`src/rtl/mm_pkg.sv`:
```
package mm_pkg;

  localparam int DATA_W = 8;

  typedef enum logic [1:0] {
    A_STAT = 2'd0,
    A_FLAG = 2'd1,
    A_CTRL = 2'd2,
    A_RSVD = 2'd3
  } addr_e;

  // nanoseconds to clock cycles for a clock given in kHz
  function automatic int cyc_from_ns(int khz, int ns);
    longint prod;
    prod = longint'(khz) * longint'(ns);
    return int'(prod / 64'd1000000);
  endfunction

  // microseconds to clock cycles for a clock given in kHz
  function automatic int cyc_from_us(int khz, int us);
    longint prod;
    prod = longint'(khz) * longint'(us);
    return int'(prod / 64'd1000);
  endfunction

  // status byte as seen by the host; masked while not ready
  function automatic logic [DATA_W-1:0] status_view(logic nr, logic lp);
    logic [DATA_W-1:0] v;
    v = '0;
    if (nr) v[0] = 1'b1;
    else    v[1] = lp;
    return v;
  endfunction

endpackage

```
`src/rtl/mm_sync.sv`:
```
module mm_sync #(
  parameter int         W       = 1,
  parameter logic [W-1:0] RST_VAL = '0
) (
  input  logic         clk,
  input  logic         arst_n,
  input  logic [W-1:0] d,
  output logic [W-1:0] q
);

  for (genvar i = 0; i < W; i++) begin : g_bit
    logic s1, s2;
    always_ff @(posedge clk or negedge arst_n) begin
      if (!arst_n) begin
        s1 <= RST_VAL[i];
        s2 <= RST_VAL[i];
      end else begin
        s1 <= d[i];
        s2 <= s1;
      end
    end
    assign q[i] = s2;
  end

endmodule

```
`src/rtl/mm_rst_filter.sv`:
```
module mm_rst_filter #(
  parameter int MIN_CYC = 2
) (
  input  logic clk,
  input  logic arst_n,
  input  logic rst_s,
  output logic fire,
  output logic hold
);

  localparam int CW = $clog2(MIN_CYC + 1);
  localparam logic [CW-1:0] FULL = CW'(MIN_CYC);
  localparam logic [CW-1:0] PRE  = CW'(MIN_CYC - 1);

  logic [CW-1:0] low_cnt;

  always_ff @(posedge clk or negedge arst_n) begin
    if (!arst_n)           low_cnt <= '0;
    else if (rst_s)        low_cnt <= '0;
    else if (low_cnt != FULL) low_cnt <= low_cnt + 1'b1;
  end

  assign fire = !rst_s && (low_cnt == PRE);
  assign hold = (low_cnt == FULL);

  AST_FIRE_SINGLE: assert property (@(posedge clk) disable iff (!arst_n)
    fire |=> !fire);
  AST_FIRE_AFTER_LOW: assert property (@(posedge clk) disable iff (!arst_n)
    fire |-> $past(!rst_s));

endmodule

```
`src/rtl/mm_init_timer.sv`:
```
module mm_init_timer #(
  parameter int CYC = 2
) (
  input  logic clk,
  input  logic arst_n,
  input  logic restart,
  output logic busy,
  output logic done
);

  localparam int CW = $clog2(CYC + 1);
  localparam logic [CW-1:0] LAST = CW'(CYC - 1);

  logic [CW-1:0] cnt;

  always_ff @(posedge clk or negedge arst_n) begin
    if (!arst_n) begin
      busy <= 1'b1;
      cnt  <= '0;
    end else if (restart) begin
      busy <= 1'b1;
      cnt  <= '0;
    end else if (busy) begin
      if (cnt == LAST) begin
        busy <= 1'b0;
        cnt  <= '0;
      end else begin
        cnt <= cnt + 1'b1;
      end
    end
  end

  assign done = busy && !restart && (cnt == LAST);

  AST_BUSY_ON_RESTART: assert property (@(posedge clk) disable iff (!arst_n)
    restart |=> busy);
  AST_IDLE_AFTER_DONE: assert property (@(posedge clk) disable iff (!arst_n)
    done |=> !busy);

endmodule

```
`src/rtl/mm_regs.sv`:
```
module mm_regs
  import mm_pkg::*;
#(
  parameter int LANES = 4
) (
  input  logic              clk,
  input  logic              arst_n,
  input  logic              fire,
  input  logic              nr,
  input  logic              done,
  input  logic              lp_s,
  input  logic              acc,
  input  logic              we,
  input  logic [1:0]        addr,
  input  logic [DATA_W-1:0] wdata,
  output logic [DATA_W-1:0] rdata,
  output logic              rd_oe,
  output logic [LANES-1:0]  lane_dis,
  output logic              hp_req,
  output logic              irq
);

  localparam int NFLAG = 2;

  logic [NFLAG-1:0]  flags;
  logic [NFLAG-1:0]  flag_set;
  logic              lp_d;
  logic              lp_chg;
  logic              rd_req;
  logic              rd_clr;
  logic              ctrl_wr;
  logic [DATA_W-1:0] rd_val;

  assign rd_req  = acc && !we;
  assign rd_clr  = rd_req && (addr_e'(addr) == A_FLAG) && !nr;
  assign ctrl_wr = acc && we && (addr_e'(addr) == A_CTRL);
  assign lp_chg  = (lp_s ^ lp_d) && !nr;
  assign flag_set = {lp_chg, done};

  always_comb begin
    rd_val = '0;
    case (addr_e'(addr))
      A_STAT: rd_val = status_view(nr, lp_s);
      A_FLAG: if (!nr) rd_val[NFLAG-1:0] = flags;
      A_CTRL: begin
        rd_val[LANES-1:0] = lane_dis;
        rd_val[DATA_W-1]  = hp_req;
      end
      default: rd_val = '0;
    endcase
  end

  always_ff @(posedge clk or negedge arst_n) begin
    if (!arst_n) lp_d <= 1'b0;
    else         lp_d <= lp_s;
  end

  always_ff @(posedge clk or negedge arst_n) begin
    if (!arst_n) begin
      flags <= '0;
    end else if (fire) begin
      flags <= '0;
    end else begin
      flags <= (rd_clr ? '0 : flags) | flag_set;
    end
  end

  always_ff @(posedge clk or negedge arst_n) begin
    if (!arst_n) begin
      lane_dis <= '0;
      hp_req   <= 1'b0;
    end else if (fire) begin
      lane_dis <= '0;
      hp_req   <= 1'b0;
    end else if (ctrl_wr) begin
      lane_dis <= wdata[LANES-1:0];
      hp_req   <= wdata[DATA_W-1];
    end
  end

  always_ff @(posedge clk or negedge arst_n) begin
    if (!arst_n) begin
      rdata <= '0;
      rd_oe <= 1'b0;
    end else begin
      rdata <= rd_req ? rd_val : '0;
      rd_oe <= rd_req;
    end
  end

  assign irq = |flags;

  AST_FIRE_DEFAULTS: assert property (@(posedge clk) disable iff (!arst_n)
    fire |=> (lane_dis == '0) && !hp_req && !irq);
  AST_DONE_RAISES_IRQ: assert property (@(posedge clk) disable iff (!arst_n)
    (done && !fire) |=> irq);
  AST_CLEAR_ON_READ: assert property (@(posedge clk) disable iff (!arst_n)
    (rd_clr && !done && !lp_chg) |=> !irq);
  AST_NR_NO_LATCH: assert property (@(posedge clk) disable iff (!arst_n)
    (nr && !done && !irq) |=> !irq);

endmodule

```
`src/rtl/modmgmt_ctl.sv`:
```
module modmgmt_ctl
  import mm_pkg::*;
#(
  parameter int CLK_KHZ    = 200000,
  parameter int RST_MIN_NS = 10000,
  parameter int INIT_US    = 100000,
  parameter int LANES      = 4
) (
  input  logic              clk,
  input  logic              por_n,
  input  logic              sel_n,
  input  logic              rst_n,
  input  logic              lpmode,
  input  logic              acc_valid,
  input  logic              acc_we,
  input  logic [1:0]        acc_addr,
  input  logic [DATA_W-1:0] acc_wdata,
  output logic [DATA_W-1:0] acc_rdata,
  output logic              acc_rd_oe,
  output logic [LANES-1:0]  lane_dis,
  output logic              hp_en,
  output logic              irq_pull
);

  localparam int RST_CYC  = cyc_from_ns(CLK_KHZ, RST_MIN_NS);
  localparam int INIT_CYC = cyc_from_us(CLK_KHZ, INIT_US);

  // synchronized lines: bit0 select, bit1 reset, bit2 low-power
  logic [2:0] raw_in, syn_out;
  logic       sel_s, rst_s, lp_s;
  logic       rst_fire, rst_hold, init_restart;
  logic       not_ready, init_done;
  logic       acc_ok;
  logic       hp_req;

  assign raw_in = {lpmode, rst_n, sel_n};

  mm_sync #(.W(3), .RST_VAL(3'b011)) u_sync (
    .clk    (clk),
    .arst_n (por_n),
    .d      (raw_in),
    .q      (syn_out)
  );

  assign sel_s = syn_out[0];
  assign rst_s = syn_out[1];
  assign lp_s  = syn_out[2];

  mm_rst_filter #(.MIN_CYC(RST_CYC)) u_filt (
    .clk    (clk),
    .arst_n (por_n),
    .rst_s  (rst_s),
    .fire   (rst_fire),
    .hold   (rst_hold)
  );

  assign init_restart = rst_fire || rst_hold;

  mm_init_timer #(.CYC(INIT_CYC)) u_init (
    .clk     (clk),
    .arst_n  (por_n),
    .restart (init_restart),
    .busy    (not_ready),
    .done    (init_done)
  );

  assign acc_ok = acc_valid && !sel_s;

  mm_regs #(.LANES(LANES)) u_regs (
    .clk      (clk),
    .arst_n   (por_n),
    .fire     (rst_fire),
    .nr       (not_ready),
    .done     (init_done),
    .lp_s     (lp_s),
    .acc      (acc_ok),
    .we       (acc_we),
    .addr     (acc_addr),
    .wdata    (acc_wdata),
    .rdata    (acc_rdata),
    .rd_oe    (acc_rd_oe),
    .lane_dis (lane_dis),
    .hp_req   (hp_req),
    .irq      (irq_pull)
  );

  assign hp_en = hp_req && !lp_s;

  AST_OE_ONLY_SELECTED: assert property (@(posedge clk) disable iff (!por_n)
    acc_rd_oe |-> $past(acc_valid && !acc_we && !sel_s));
  AST_QUIET_BUS: assert property (@(posedge clk) disable iff (!por_n)
    !acc_rd_oe |-> (acc_rdata == '0));
  AST_NR_FLAGS_ZERO: assert property (@(posedge clk) disable iff (!por_n)
    $past(acc_ok && !acc_we && (addr_e'(acc_addr) == A_FLAG) && not_ready)
    |-> (acc_rdata == '0));
  AST_LP_BLOCKS_HP: assert property (@(posedge clk) disable iff (!por_n)
    (lpmode && $past(lpmode) && $past(lpmode, 2)) |-> !hp_en);

endmodule

```
`config.mk`:
```
export PLATFORM = sky130hd
export DESIGN_NAME = modmgmt_ctl
export DESIGN_NICKNAME = d
export VERILOG_FILES = /design/src/rtl/mm_pkg.sv /design/src/rtl/mm_sync.sv /design/src/rtl/mm_rst_filter.sv /design/src/rtl/mm_init_timer.sv /design/src/rtl/mm_regs.sv /design/src/rtl/modmgmt_ctl.sv
export SDC_FILE = /design/constraint.sdc
export NUM_CORES = 1
export LEC_CHECK = 0
export BUFFER_PORTS_ARGS = -buffer_cell sky130_fd_sc_hd__buf_4
export CAP_MARGIN = 20
export CORE_ASPECT_RATIO = 1.25
export CORE_MARGIN = 2
export CORE_UTILIZATION = 30
export DETAILED_ROUTE_END_ITERATION = 12
export HOLD_SLACK_MARGIN = 0.15
export MAX_ROUTING_LAYER = met4
export SETUP_SLACK_MARGIN = 0.02
export SLEW_MARGIN = 5
export SYNTH_ARGS = -nofsm -noshare
export SYNTH_HDL_FRONTEND = slang
export SYNTH_SLANG_ARGS = --single-unit
```
`constraint.sdc`:
```
create_clock -name clk -period 2.7 [get_ports clk]
set_clock_uncertainty 0.15 [all_clocks]
set_input_delay 0.27 -clock clk [delete_from_list [all_inputs] [get_ports clk]]
set_output_delay 0.27 -clock clk [all_outputs]
set_load 0.05 [all_outputs]
```
## Yosys cells after proc, flatten, opt, wreduce, memory -nomap -nowiden

Cells that the tools add are included.

| word-level totals | value |
|---|---|
| word-level logic and storage cells | 69 |
| output and inout bits | 15 |
| bits in registers | 60 |

| operators by class | value |
|---|---|
| reduce and logical (&&, ||, !) cells | 23 |
| mux-type cells | 21 |
| add/sub/neg operators | 2 |
| equal/unequal tests | 6 |
| bitwise operators | 2 |

Operators with widths:

| operator | number |
|---|---|
| two-way mux 25 bit | 3 |
| adder 25 x 1 -> 25 bit (second input constant) | 1 |
| == test 25 bit (second input constant) | 1 |
| == test 11 bit (second input constant) | 2 |
| two-way mux 11 bit | 2 |
| adder 11 x 1 -> 11 bit (second input constant) | 1 |
| logical AND 1 bit | 11 |
| != test 11 bit (second input constant) | 1 |
| two-way mux 1 bit | 8 |
| two-way mux 2 bit | 4 |
| two-way mux 4 bit | 2 |
| two-way mux 8 bit | 1 |
| zero test 1 bit | 6 |
| case mux 2 bit (3 select lines) | 1 |
| nonzero test 2 bit | 3 |
| == test 2 x 1 -> 1 bit (second input constant) | 1 |
| == test 2 bit (second input constant) | 1 |
| zero test 2 bit | 1 |
| OR 2 bit | 1 |
| OR reduction 2 bit | 1 |
| logical OR 1 bit | 1 |
| bitwise XOR 1 bit | 1 |

## Depth between registers and ports, before layout

| logic depth | value |
|---|---|
| word-level depth | 8 |
| depth in mapped cells | 7 |

## Cells and area by module

From an unflattened synthesis, not the netlist that was laid out.

| unflattened totals | value |
|---|---|
| cell total of the unflattened synthesis | 290 |
| area, all modules | 2921.6 um^2 |

Modules (own cells, without submodules):

| module | sequential area each (um^2) | times used | cells an instance | area an instance (um^2) |
|---|---|---|---|---|
| mm_init_timer | 651.9 | 1 | 167 | 1500.2 |
| mm_regs | 350.3 | 1 | 52 | 629.4 |
| mm_rst_filter | 275.3 | 1 | 59 | 595.6 |
| mm_sync | 155.1 | 1 | 9 | 177.7 |
| modmgmt_ctl | 0.0 | 1 | 3 | 18.8 |

## Worst setup path before layout

Ideal clock, no wire load.

| timing | value |
|---|---|
| path kind | register -> register |
| start | reg u_init.cnt[14] |
| end | reg u_init.cnt[21] |
| arrival time | 1694 ps |
| period minus slack after synthesis | 1971 ps |
| cell stages (with the launch flop) | 6 |
| setup time | 127 ps |
| path slack | 729 ps |
| cells stage by stage | dfrtp_1 -> or4b_4 -> nor4_4 -> nand3_4 -> a211oi_2 -> a211oi_1 |

| on the way | value |
|---|---|
| cells in the longest elaborated chain, start to end | 4 |
| elaborated cells on any way between the ends | 5 |
| classes of those cells | add/sub: 1; eq/ne: 1; mux: 3 |

RTL lines:

| item | RTL line | RTL |
|---|---|---|
| start: declaration | mm_init_timer.sv:14 | `logic [CW-1:0] cnt;` |
| start signal: assignment | mm_init_timer.sv:28 | `cnt <= cnt + 1'b1;` |
| adder 25 x 1 -> 25 bit / == test 25 bit (equally long branches) | mm_init_timer.sv:28, mm_init_timer.sv:24 |  |
| two-way mux 25 bit * | mm_init_timer.sv:24 | `if (cnt == LAST) begin` |
| two-way mux 25 bit * | mm_init_timer.sv:23 | `end else if (busy) begin` |
| two-way mux 25 bit * | mm_init_timer.sv:20 | `end else if (restart) begin` |

Every way passes the cells marked *; elsewhere a longest branch is shown, timed or not. The select of a mux whose other input is x is not followed.
A chain may end at the register's enable or synchronous reset.

## Final worst setup path

| timing | value |
|---|---|
| start | reg u_filt.low_cnt[1] |
| end | reg u_init.cnt[13] |

| on the way | value |
|---|---|
| cells in the longest elaborated chain, start to end | 4 |
| elaborated cells on any way between the ends | 6 |
| classes of those cells | eq/ne: 2; mux: 1; reduce/logical: 3 |

RTL lines:

| item | RTL line | RTL |
|---|---|---|
| start: declaration | mm_rst_filter.sv:15 | `logic [CW-1:0] low_cnt;` |
| start signal: assignment | mm_rst_filter.sv:20 | `else if (low_cnt != FULL) low_cnt <= low_cnt + 1'b1;` |
| == test 11 bit | mm_rst_filter.sv:23 | `assign fire = !rst_s && (low_cnt == PRE);` |
| logical AND 1 bit | mm_rst_filter.sv:23 |  |
| logical OR 1 bit * | modmgmt_ctl.sv:57 | `assign init_restart = rst_fire \|\| rst_hold;` |
| two-way mux 25 bit / nonzero test 2 bit (equally long branches) | n/a |  |

Every way passes the cells marked *; elsewhere a longest branch is shown, timed or not.

==> summary.txt <==
Global route
  – Vias in the first global route: between 2000 and 2500
  – Global Route Usage Sum: 13.2%
  – Grt total ovfl: 0
  – First-pass GRT wire length: about 11000 µm
  – Largest net degree at the start of global routing: 58
  – Antenna violations before repair: 0

Cells and area
  – Inserted Diodes: 0
  – Finished Cell Area: between 0.003 and 0.004 mm²
  – Filler cells: between 900 and 1000
  – Layout cell share with drive strength beyond 1: between 10% and 20%
  – Area Growth Syn to Fin: 24.7%
  – Fin nets: 350

Critical path
  – Arr. time, crit path: 2.31 ns
  – Reg2Reg Capture Point: u_init.cnt[13]
  – Critical path peak fanout: 12
  – R2r setup slk: about 0.43 ns
  – CP Launch Type: flip-flop
  – WS Path Type: reg -> reg
  – FF-to-FF Start: u_filt.low_cnt[1]
  – R2R cell count: 6
  – Worst path required time: between 2 and 3 ns
  – Worst setup EP type: flip-flop

CTS
  – Max Root-Sink Buffers: 2
  – Cts bufs inserted: 9
  – CTS tree: yes
  – Root Driver: clkbuf_16
  – Clock Latency Late Sink: about 0.32 ns
  – Post-CTS sizing: 0
  – Clock-pin slew on the worst setup and hold paths: about 0.05 ns
  – H-tree depth: 3
  – Clock sinks: between 50 and 60

Timing
  – Hold Fails Final Rpt: 0
  – Max Freq: around 440 MHz
  – Tmin final: 2.27 ns
  – Final setup viols: 0
  – Relative slew slack: slightly above 50%
  – Final-report max-slew violation count: 0
  – Worst-Margin Slew: around 0.73 ns
  – Period utilization: around 84%
  – Setup TNS: 0 ns
  – Unrepaired setup endpoints after global routing: false

Logic synthesis
  – Yosys warnings: 0
  – Cells after Synth: ~300
  – Post-synthesis cell type count: 57
  – Post-synth ARST share: 100%
  – Share of the yosys chip area belonging to registers: 49.1%
  – Post-Syn Area: between 0.002 and 0.003 mm²
  – FF+latch count, synth: between 50 and 60
  – Post-synth EDFFs: 0
  – Mean Syn Cell Area: roughly 10 µm²
  – Main flop type after synthesis: dfrtp_1

Route
  – Drt total wl: approximately 6200 µm
  – Vias: between 2000 and 2500
  – Via/cell ratio: 5.02
  – WL/cell: 13.4 µm
  – Antenna Nets Post-Route: 0
  – DRT Pass-1 Iters: 4
  – DRC: 0
  – Detailed Route Iter0 Violations: 142

Floorplanning
  – Initial Util: between 30% and 40%
  – Io pins: 32
  – Area of the core: between 0.009 and 0.01 mm²
  – Die ar.: 0.0105 mm²
  – Die W: 92.2 µm
  – Die Y: about 110 µm
  – Std cell rows: 40

Min path
  – Hold EP: u_regs.rdata[1]
  – Worst Hold Class: in -> reg
  – Hold Crit Depth: 3
  – Hold path start: acc_valid

Power
  – VDD IR max: just under 0.7 mV
  – Pleak: ~1.6 nW
  – Power Dens Cells: 619 mW/mm²

Outcome
  – Outcome: finished, final reports clean

Flow run
  – Max Cap Violations: 0

Place
  – Number of buffers added on ports: 25
  – Hpwl dp: between 4000 and 5000 µm
  – DP Area: 0.00322 mm²
  – Gpl congestion: 0.760
[cell usage in the layout (no fill, tap or decap), drive strengths merged, types with 3 or more instances in the layout]
cell,count
dfrtp,52
nor2,32
buf,29
nand2,24
nand3,17
nand4,15
a21oi,13
mux2i,11
dlygate4sd3,11
and3,10
xor2,10
clkbuf,10
o21ai,8
nor3,8
inv,7
xnor2,6
and2,6
dfstp,5
nand2b,4
nor4,4
or4,3
a311oi,3
ha,3
conb,3
clkinvlp,3
or3b,3
or4b,3
[through the flow]
step / utilization [%] / setup slack [ns] / hold WS [ns] / power [W] / cells
3_3_place_gp: 33.7 / 0.457 / 0.185 / 0.00110 / 434
2_1_floorplan: - / 0.729 / -0.176 / 0.00103 / 295
6_report: 38.0 / 0.431 / 0.194 / 0.00225 / 461
4_1_cts: 38.0 / 0.433 / 0.185 / 0.00228 / 461
5_1_grt: 38.0 / 0.224 / 0.207 / 0.00234 / 461
3_5_place_dp: 33.7 / 0.432 / 0.186 / 0.00111 / 434
[metal layers]
layer | vias up | track usage, % | part of all wire [%]
met1 | 1146 | 16.1 | 44
met4 | 0 | 5.17 | 1.6
met5 | - | - | 0
li1 | 1126 | - | -
met2 | 31 | 21.4 | 51
met3 | 9 | 2.96 | 3.0
[state kept, by name, indices dropped and copies added (netlist names)]
name	flops
u_sync.g_bit.s2	3
u_init.cnt	25
u_sync.g_bit.s1	3
u_regs.rd_oe	1
u_regs.flags	2
u_filt.low_cnt	11
u_init.busy	1
u_regs.rdata	5
u_regs.lp_d	1
u_regs.hp_req	1
u_regs.lane_dis	4
[Yosys cell counts (7+ instances only)]
cell type / number / share of area [%]
a21oi_1: 13 / 2.2
and3_1: 10 / 2.1
dfrtp_1: 52 / 45
mux2i_1: 11 / 3.8
nand2_1: 24 / 3.1
nand3_1: 16 / 2.7
nand4_1: 15 / 3.2
nor2_1: 31 / 4.0
nor3_1: 7 / 1.2
o21ai_0: 8 / 1.4
xor2_1: 10 / 3.0
[how the worst max path moves through the flow]
stage,cells past startpoint,start,endpoint,slack (ns)
floorplan,5,u_init.cnt[14],u_init.cnt[21],0.73
global placement,6,u_filt.low_cnt[1],u_init.cnt[13],0.46
detailed placement,6,u_filt.low_cnt[1],u_init.cnt[13],0.43
CTS,6,u_filt.low_cnt[1],u_init.cnt[13],0.43
global route,6,u_filt.low_cnt[1],u_init.cnt[13],0.22
finish,6,u_filt.low_cnt[1],u_init.cnt[13],0.43
[worst max-delay path: stages, from the launching register on]
cell and delay, ns:
dfrtp_1 0.38, ha_1 0.18, and3_1 0.22, nor3b_1 0.41, o21a_1 0.47, buf_4 0.27, a311oi_1 0.06
[area by class of cell]
| class | count | area (µm²) | area share [%] |
|---|---|---|---|
| Clock buffer | 10 | 239 | 6.57 |
| Sequential cell | 57 | 1430 | 39.4 |
| Tap cell | 126 | 158 | 4.33 |
| Inverter | 6 | 22.5 | 0.619 |
| Clock inverter | 6 | 66.3 | 1.82 |
| Timing Repair Buffer | 40 | 328 | 9.01 |
| Multi-Input combinational cell | 216 | 1390 | 38.3 |
[where the power goes]
group | leakage [nW] | internal [W] | total, W | switching [W]
combinational | 0.670 | 0.0000673 | 0.000192 | 0.000125
clock | 0.141 | 0.000740 | 0.00115 | 0.000412
sequential | 0.755 | 0.000886 | 0.000910 | 0.0000234
total | 1.57 | 0.00169 | 0.00225 | 0.000560
[logic make-up after synthesis]
family | share of synthesized area, %
xor+xnor | 4.80
buf+inv | 3.47
other cells | 0.129
compound gates | 8.88
flops | 49.1
mux | 4.55
fa+ha+maj | 1.29
simple gates | 27.8
[repair_timing]
item / in CTS / in global routing
hold buffers: 11 / 0
setup buffers: 0 / 0
hold endpoints to repair: 63 / 0
Note: power is estimated with default switching activity, not from simulation.
